`config.mk`:
```
export PLATFORM = sky130hd
export DESIGN_NAME = raster_irq_ctrl
export DESIGN_NICKNAME = d
export VERILOG_FILES = /design/src/rtl/rpi_pkg.sv /design/src/rtl/rpi_regs.sv /design/src/rtl/rpi_beam.sv /design/src/rtl/rpi_irq.sv /design/src/rtl/raster_irq_ctrl.sv
export SDC_FILE = /design/constraint.sdc
export NUM_CORES = 1
export LEC_CHECK = 0
export ABC_AREA = 1
export ABC_CLOCK_PERIOD_IN_PS = 1500
export BUFFER_PORTS_ARGS = -buffer_cell sky130_fd_sc_hd__buf_2
export CAP_MARGIN = 20
export CORE_ASPECT_RATIO = 1.5
export CORE_MARGIN = 5
export CORE_UTILIZATION = 52
export CTS_CLUSTER_DIAMETER = 120
export CTS_CLUSTER_SIZE = 20
export DETAILED_ROUTE_END_ITERATION = 12
export GPL_TIMING_DRIVEN = 0
export PLACE_DENSITY = 0.86
export SYNTH_ARGS = -nofsm -noshare
export SYNTH_HDL_FRONTEND = slang
export SYNTH_SLANG_ARGS = --single-unit
```
`constraint.sdc`:
```
create_clock -name clk -period 1.5 [get_ports clk]
set_input_delay 0.225 -clock clk [delete_from_list [all_inputs] [get_ports clk]]
set_output_delay 0.225 -clock clk [all_outputs]
set_load 0.01 [all_outputs]
```
`src/rtl/rpi_pkg.sv`:
```
`timescale 1ns/1ps
package rpi_pkg;
    typedef enum logic [2:0] {
        RA_ENABLE   = 3'd0,
        RA_HCMP_LO  = 3'd1,
        RA_HCMP_HI  = 3'd2,
        RA_VCMP_LO  = 3'd3,
        RA_VCMP_HI  = 3'd4,
        RA_NMI_FLAG = 3'd5,
        RA_IRQ_FLAG = 3'd6,
        RA_STATUS   = 3'd7
    } reg_addr_e;

    typedef enum logic [1:0] {
        MODE_OFF   = 2'b00,
        MODE_VLINE = 2'b01,
        MODE_HDOT  = 2'b10,
        MODE_HV    = 2'b11
    } irq_mode_e;

    typedef enum logic { VS_ACTIVE, VS_BLANK }  vstate_e;
    typedef enum logic { HS_DISPLAY, HS_BLANK } hstate_e;
    typedef enum logic { ARM_WAIT, ARM_HELD }   arm_e;

    localparam int ENA_NMI_BIT = 7;
    localparam int FLAG_BIT    = 7;
endpackage

```
`src/rtl/rpi_regs.sv`:
```
`timescale 1ns/1ps
module rpi_regs
    import rpi_pkg::*;
#(
    parameter int CNT_W = 9
) (
    input  logic             clk,
    input  logic             pwr_rst_n,
    input  logic             sys_rst_n,
    input  logic             bus_wr,
    input  logic             bus_rd,
    input  logic [2:0]       bus_addr,
    input  logic [7:0]       bus_wdata,
    input  logic             nmi_flag,
    input  logic             irq_flag,
    input  logic             vblank,
    input  logic             hblank,
    output logic [7:0]       bus_rdata,
    output logic             nmi_en,
    output irq_mode_e        irq_mode,
    output logic [CNT_W-1:0] htime,
    output logic [CNT_W-1:0] vtime,
    output logic             rd_nmi,
    output logic             rd_irq
);
    localparam int HI_W = CNT_W - 8;

    reg_addr_e sel;
    always_comb sel = reg_addr_e'(bus_addr);

    // Compare registers: only power-on reset touches them
    always_ff @(posedge clk) begin
        if (!pwr_rst_n) begin
            htime <= '1;
            vtime <= '1;
        end else if (bus_wr) begin
            unique case (sel)
                RA_HCMP_LO: htime[7:0]       <= bus_wdata;
                RA_HCMP_HI: htime[CNT_W-1:8] <= bus_wdata[HI_W-1:0];
                RA_VCMP_LO: vtime[7:0]       <= bus_wdata;
                RA_VCMP_HI: vtime[CNT_W-1:8] <= bus_wdata[HI_W-1:0];
                default: ;
            endcase
        end
    end

    // Enable register: cleared by either reset
    always_ff @(posedge clk) begin
        if (!pwr_rst_n || !sys_rst_n) begin
            nmi_en   <= 1'b0;
            irq_mode <= MODE_OFF;
        end else if (bus_wr && sel == RA_ENABLE) begin
            nmi_en   <= bus_wdata[ENA_NMI_BIT];
            irq_mode <= irq_mode_e'(bus_wdata[1:0]);
        end
    end

    always_comb begin
        rd_nmi = bus_rd && (sel == RA_NMI_FLAG);
        rd_irq = bus_rd && (sel == RA_IRQ_FLAG);
    end

    always_comb begin
        bus_rdata = 8'h00;
        unique case (sel)
            RA_NMI_FLAG: bus_rdata[FLAG_BIT] = nmi_flag;
            RA_IRQ_FLAG: bus_rdata[FLAG_BIT] = irq_flag;
            RA_STATUS:   bus_rdata[7:6]      = {vblank, hblank};
            default:     bus_rdata           = 8'h00;
        endcase
    end
endmodule

```
`src/rtl/rpi_beam.sv`:
```
`timescale 1ns/1ps
module rpi_beam
    import rpi_pkg::*;
#(
    parameter int CNT_W       = 9,
    parameter int V_BLANK_STD = 225,
    parameter int V_BLANK_OVS = 240,
    parameter int H_BLANK_ON  = 289,
    parameter int H_BLANK_OFF = 18
) (
    input  logic             clk,
    input  logic             rst,
    input  logic [CNT_W-1:0] hcnt,
    input  logic [CNT_W-1:0] vcnt,
    input  logic             overscan,
    input  logic             rd_nmi,
    output logic             vblank,
    output logic             hblank,
    output logic             nmi_flag
);
    localparam logic [CNT_W-1:0] VS_STD = CNT_W'(V_BLANK_STD);
    localparam logic [CNT_W-1:0] VS_OVS = CNT_W'(V_BLANK_OVS);
    localparam logic [CNT_W-1:0] HB_ON  = CNT_W'(H_BLANK_ON);
    localparam logic [CNT_W-1:0] HB_OFF = CNT_W'(H_BLANK_OFF);

    vstate_e v_q, v_d;
    hstate_e h_q, h_d;
    logic    start_hit, end_hit, nmi_set, nmi_clr;

    always_comb begin
        start_hit = (vcnt == (overscan ? VS_OVS : VS_STD));
        end_hit   = (vcnt == '0);
    end

    // Vertical phase transitions
    always_comb begin
        v_d     = v_q;
        nmi_set = 1'b0;
        nmi_clr = rd_nmi;
        unique case (v_q)
            VS_ACTIVE: if (start_hit) begin
                v_d     = VS_BLANK;
                nmi_set = 1'b1;
            end
            VS_BLANK: if (end_hit) begin
                v_d     = VS_ACTIVE;
                nmi_clr = 1'b1;
            end
        endcase
    end

    // Horizontal phase transitions
    always_comb begin
        h_d = h_q;
        unique case (h_q)
            HS_DISPLAY: if (hcnt >= HB_ON) h_d = HS_BLANK;
            HS_BLANK:   if (hcnt >= HB_OFF && hcnt < HB_ON) h_d = HS_DISPLAY;
        endcase
    end

    always_ff @(posedge clk) begin
        if (rst) begin
            v_q <= VS_ACTIVE;
            h_q <= HS_DISPLAY;
        end else begin
            v_q <= v_d;
            h_q <= h_d;
        end
    end

    // Flag: set event beats a clear from the bus
    always_ff @(posedge clk) begin
        if (rst)          nmi_flag <= 1'b0;
        else if (nmi_set) nmi_flag <= 1'b1;
        else if (nmi_clr) nmi_flag <= 1'b0;
    end

    always_comb begin
        vblank = (v_q == VS_BLANK);
        hblank = (h_q == HS_BLANK);
    end
endmodule

```
`src/rtl/rpi_irq.sv`:
```
`timescale 1ns/1ps
module rpi_irq
    import rpi_pkg::*;
#(
    parameter int CNT_W       = 9,
    parameter int H_LAST      = 339,
    parameter int V_LAST_NTSC = 261,
    parameter int V_LAST_PAL  = 311
) (
    input  logic             clk,
    input  logic             rst,
    input  logic [CNT_W-1:0] hcnt,
    input  logic [CNT_W-1:0] vcnt,
    input  logic             pal_mode,
    input  irq_mode_e        irq_mode,
    input  logic [CNT_W-1:0] htime,
    input  logic [CNT_W-1:0] vtime,
    input  logic             rd_irq,
    output logic             irq_flag
);
    localparam logic [CNT_W-1:0] HL  = CNT_W'(H_LAST);
    localparam logic [CNT_W-1:0] VLN = CNT_W'(V_LAST_NTSC);
    localparam logic [CNT_W-1:0] VLP = CNT_W'(V_LAST_PAL);

    arm_e arm_q, arm_d;
    logic h_hit, v_hit, cond, fire;

    always_comb begin
        h_hit = (htime <= HL) && (hcnt == htime);
        v_hit = (vtime <= (pal_mode ? VLP : VLN)) && (vcnt == vtime);
        unique case (irq_mode)
            MODE_OFF:   cond = 1'b0;
            MODE_VLINE: cond = v_hit;
            MODE_HDOT:  cond = h_hit;
            MODE_HV:    cond = h_hit && v_hit;
        endcase
    end

    always_comb begin
        arm_d = arm_q;
        fire  = 1'b0;
        unique case (arm_q)
            ARM_WAIT: if (cond) begin
                arm_d = ARM_HELD;
                fire  = 1'b1;
            end
            ARM_HELD: if (!cond) arm_d = ARM_WAIT;
        endcase
    end

    always_ff @(posedge clk) begin
        if (rst) arm_q <= ARM_WAIT;
        else     arm_q <= arm_d;
    end

    always_ff @(posedge clk) begin
        if (rst)         irq_flag <= 1'b0;
        else if (fire)   irq_flag <= 1'b1;
        else if (rd_irq) irq_flag <= 1'b0;
    end
endmodule

```
`src/rtl/raster_irq_ctrl.sv`:
```
`timescale 1ns/1ps
module raster_irq_ctrl
    import rpi_pkg::*;
#(
    parameter int CNT_W       = 9,
    parameter int H_LAST      = 339,
    parameter int V_LAST_NTSC = 261,
    parameter int V_LAST_PAL  = 311,
    parameter int V_BLANK_STD = 225,
    parameter int V_BLANK_OVS = 240,
    parameter int H_BLANK_ON  = 289,
    parameter int H_BLANK_OFF = 18
) (
    input  logic             clk,
    input  logic             pwr_rst_n,
    input  logic             sys_rst_n,
    input  logic [CNT_W-1:0] hcnt,
    input  logic [CNT_W-1:0] vcnt,
    input  logic             pal_mode,
    input  logic             overscan,
    input  logic             bus_wr,
    input  logic             bus_rd,
    input  logic [2:0]       bus_addr,
    input  logic [7:0]       bus_wdata,
    output logic [7:0]       bus_rdata,
    output logic             nmi_o,
    output logic             irq_o
);
    logic             rst;
    logic             nmi_en, rd_nmi, rd_irq;
    logic             nmi_flag, irq_flag, vblank, hblank;
    irq_mode_e        irq_mode;
    logic [CNT_W-1:0] htime, vtime;

    always_comb rst = !pwr_rst_n || !sys_rst_n;

    rpi_regs #(.CNT_W(CNT_W)) u_regs (
        .clk(clk), .pwr_rst_n(pwr_rst_n), .sys_rst_n(sys_rst_n),
        .bus_wr(bus_wr), .bus_rd(bus_rd), .bus_addr(bus_addr),
        .bus_wdata(bus_wdata), .nmi_flag(nmi_flag), .irq_flag(irq_flag),
        .vblank(vblank), .hblank(hblank), .bus_rdata(bus_rdata),
        .nmi_en(nmi_en), .irq_mode(irq_mode), .htime(htime), .vtime(vtime),
        .rd_nmi(rd_nmi), .rd_irq(rd_irq)
    );

    rpi_beam #(
        .CNT_W(CNT_W), .V_BLANK_STD(V_BLANK_STD), .V_BLANK_OVS(V_BLANK_OVS),
        .H_BLANK_ON(H_BLANK_ON), .H_BLANK_OFF(H_BLANK_OFF)
    ) u_beam (
        .clk(clk), .rst(rst), .hcnt(hcnt), .vcnt(vcnt), .overscan(overscan),
        .rd_nmi(rd_nmi), .vblank(vblank), .hblank(hblank), .nmi_flag(nmi_flag)
    );

    rpi_irq #(
        .CNT_W(CNT_W), .H_LAST(H_LAST),
        .V_LAST_NTSC(V_LAST_NTSC), .V_LAST_PAL(V_LAST_PAL)
    ) u_irq (
        .clk(clk), .rst(rst), .hcnt(hcnt), .vcnt(vcnt), .pal_mode(pal_mode),
        .irq_mode(irq_mode), .htime(htime), .vtime(vtime), .rd_irq(rd_irq),
        .irq_flag(irq_flag)
    );

    always_comb begin
        nmi_o = nmi_flag & nmi_en;
        irq_o = irq_flag;
    end
endmodule

```
==> metrics <==
RePlAce Congestion 0.8609; share of the synthesized area in the top cell type 31.71%; CP max FO 4; WP data required 1670 ps; Clock Power Share 37.1%; CTS buffer count 3; Hold Path Sink u_regs.vtime[2]; switching power 379.4 uW; first-pass GRT wire length 6886 um; Top-Level Pins 46; peak supply drop 580.9 uV; Period minus WS final 1397 ps; fillers 308; Final Max Tran Viols 0; Main synth FF type dfxtp_1; Ant. Diodes 0; Crit-path slowest cell dfxtp_1; final antenna-violating net count 0; H-tree depth 1; Top Family by Delay on Critical Path simple AND/OR/NAND/NOR gates; PD cells 783.0 mW/mm^2; Worst-Skew Late Latency 270 ps; Die H 78.82 um; Synth-to-Final Area Change 20.50%; ys async rst share 0%; Sw Ratio 24.49%; CP Launch Type flip-flop; kind of critical path flip-flop to flip-flop; Final Hold Viols 0; layout cell share with drive strength beyond 1 20.20%; Overflow after GRT 0; antenna violations before repair 0; Synth Instances 262; Yosys warnings 0; crit-path cells ha_1 -> nand2_1 -> nor2_2 -> nand2_1 -> nand2_1 -> nand2_1 -> nand2_1 -> nand2_1 -> and3_1; placed instance area 0.001891 mm^2; vias per inst 5.075; CTS tree yes; sequential share of power 46.8%; Reg-to-Reg End u_irq.arm_q; DR vias 1,761; post-DP HPWL 3198 um; Yosys cell types 25; clk buf depth 2; total wire length 3965 um; detailed-route wire length per cell 11.43 um; Hold Path Class primary input to flip-flop; row cnt 25; Max Cap Viol 0; status complete, no violations; Reg2Reg Depth 9; WP buf/inv 0; vias in the first global route 1,680; Post-Synthesis Cell Area 0.001642 mm^2; Die W 55.88 um; Max stage delay on crit path 350 ps; Gate power share 16.1%; Synth area leaders dfxtp_1 32%, nand2_1 19%, inv_1 9.4%; First-pass DRT Iterations 4; leakage power 0.001108 uW; WHS Path Cells 3; Avg Cell Area, Syn 6.266 um^2; gr usage total 19.26%; cell mode on critical path nand2_1; clock skew 5.858 ps; most frequent cells in the layout 83 x nand2_1, 41 x inv_1, 38 x buf_2; DP Cell Count 343; total setup buffers inserted after CTS 0; dominant cell type by area after synthesis dfxtp_1; WP data arrival 1570 ps; reg-to-reg slack, setup 100 ps; most common cell after layout, fill and taps aside nand2_1; Root Driver clkbuf_8; area of the core 0.003097 mm^2; Initial Util 53.01%; DRT iter0 DRCs 47; Setup crit end kind flip-flop; Hold Buf Count CTS 0; IO buf count 36; synthesized flop and latch total 26; Final period util 93.16%; Hold Startpoint bus_wdata[2]; Sink Count 26; Seq/Total Area, Yosys 31.71%; final setup violation count 0; drt drc 0; setup_tns 0 ps; Nets 347; Die ar. 0.004404 mm^2; final cell count without fillers 347; CTS clk-pin slew, worst paths 90 ps; Max Freq 0.7157 GHz; Post-synth EDFFs 0; Final Cell Area 0.001978 mm^2; P_int 1170 uW; worst r2r src u_regs.vtime[5]; largest net degree at the start of global routing 16
-- layout make-up --
cell class                 instances  area, um^2  area share [%]
timing repair buffer              36       180.2           9.108
inverter                          43       162.7           8.223
tap                               40       50.05           2.530
sequential                        26       521.8           26.38
multi-input combinational        186       907.1           45.86
clock inverter                     1       30.03           1.518
buffer                            12       85.08           4.301
clock buffer                       3       41.29           2.087
-- per-layer routing --
metal | wire length [um] | GRT usage (%) | up-vias
met5 | 0 | 0 | -
met4 | 142 | 11.88 | 0
met3 | 221 | 3.415 | 14
met2 | 2139 | 36.37 | 56
met1 | 1461 | 19.16 | 779
li1 | - | - | 912
-- through the flow --
step | hold WS [ps] | power [uW] | setup WS [ps] | util (%)
5_1_grt | 191.5 | 1640 | -17.58 | 63.88
3_5_place_dp | 456.8 | 982.7 | 32.43 | 61.05
3_3_place_gp | 453.7 | 976.8 | 56.58 | 61.05
2_1_floorplan | 338.2 | 889.8 | 250.7 | -
6_report | 182.4 | 1549 | 102.7 | 63.88
4_1_cts | 178.2 | 1551 | 73.42 | 63.35
-- flip-flops by register name, indices dropped and copies added, names as in the netlist --
register and cells:
u_regs.irq_mode 2, u_regs.vtime 9, u_beam.hblank 1, u_beam.nmi_flag 1
u_irq.irq_flag 1, u_beam.vblank 1, u_irq.arm_q 1, u_regs.nmi_en 1
u_regs.htime 9
-- power by group through the flow --
stage | logic (uW) | registers, uW | clock network [uW]
final | 249 | 725 | 575
after global routing | 291 | 728 | 622
after CTS | 245 | 724 | 581
after detailed placement | 243 | 740 | 0
after global placement | 237 | 739 | 0
after floorplan | 154 | 736 | 0
-- Yosys cell counts (3+ instances only) --
master	n
nand4_1	10
dfxtp_1	26
nor2_1	22
a21oi_1	5
nand3_1	19
xnor2_1	3
ha_1	3
buf_4	8
o21ai_0	11
inv_1	41
nand2_1	83
o211ai_1	11
nor3_1	5
-- worst reg2reg max path, delay by kind of cell (launching register included) --
| kind | cells | cell delay, ps |
|---|---|---|
| AND/OR/NAND/NOR | 8 | 670 |
| flip-flops | 1 | 350 |
| adder cells (fa/ha/maj) | 1 | 280 |
-- worst max path at each step --
stage                               start        endpoint  cells past startpoint
after CTS                 u_regs.vtime[4]     u_irq.arm_q                     11
after global routing      u_regs.vtime[5]  u_irq.irq_flag                      9
final                     u_regs.vtime[5]     u_irq.arm_q                      9
after global placement           pal_mode     u_irq.arm_q                     13
after floorplan           u_regs.vtime[4]     u_irq.arm_q                     11
after detailed placement         pal_mode     u_irq.arm_q                     13
-- repair_timing --
action,CTS,global route
hold endpoints to repair,0,0
gates resized for setup,0,3
setup endpoints to repair,0,2
-- cells by family after synthesis --
logic type / after synthesis / synth area share [%]
DFF: 26 / 31.71
and+or+nand+nor: 144 / 37.35
adders and majority gates: 3 / 2.287
xor gates and xnor gates: 3 / 1.601
buffers and inverters: 55 / 15.09
other: 1 / 0.2284
AOI/OAI and AO/OA: 30 / 11.74
No activity file was read; power rests on OpenSTA's default activity.
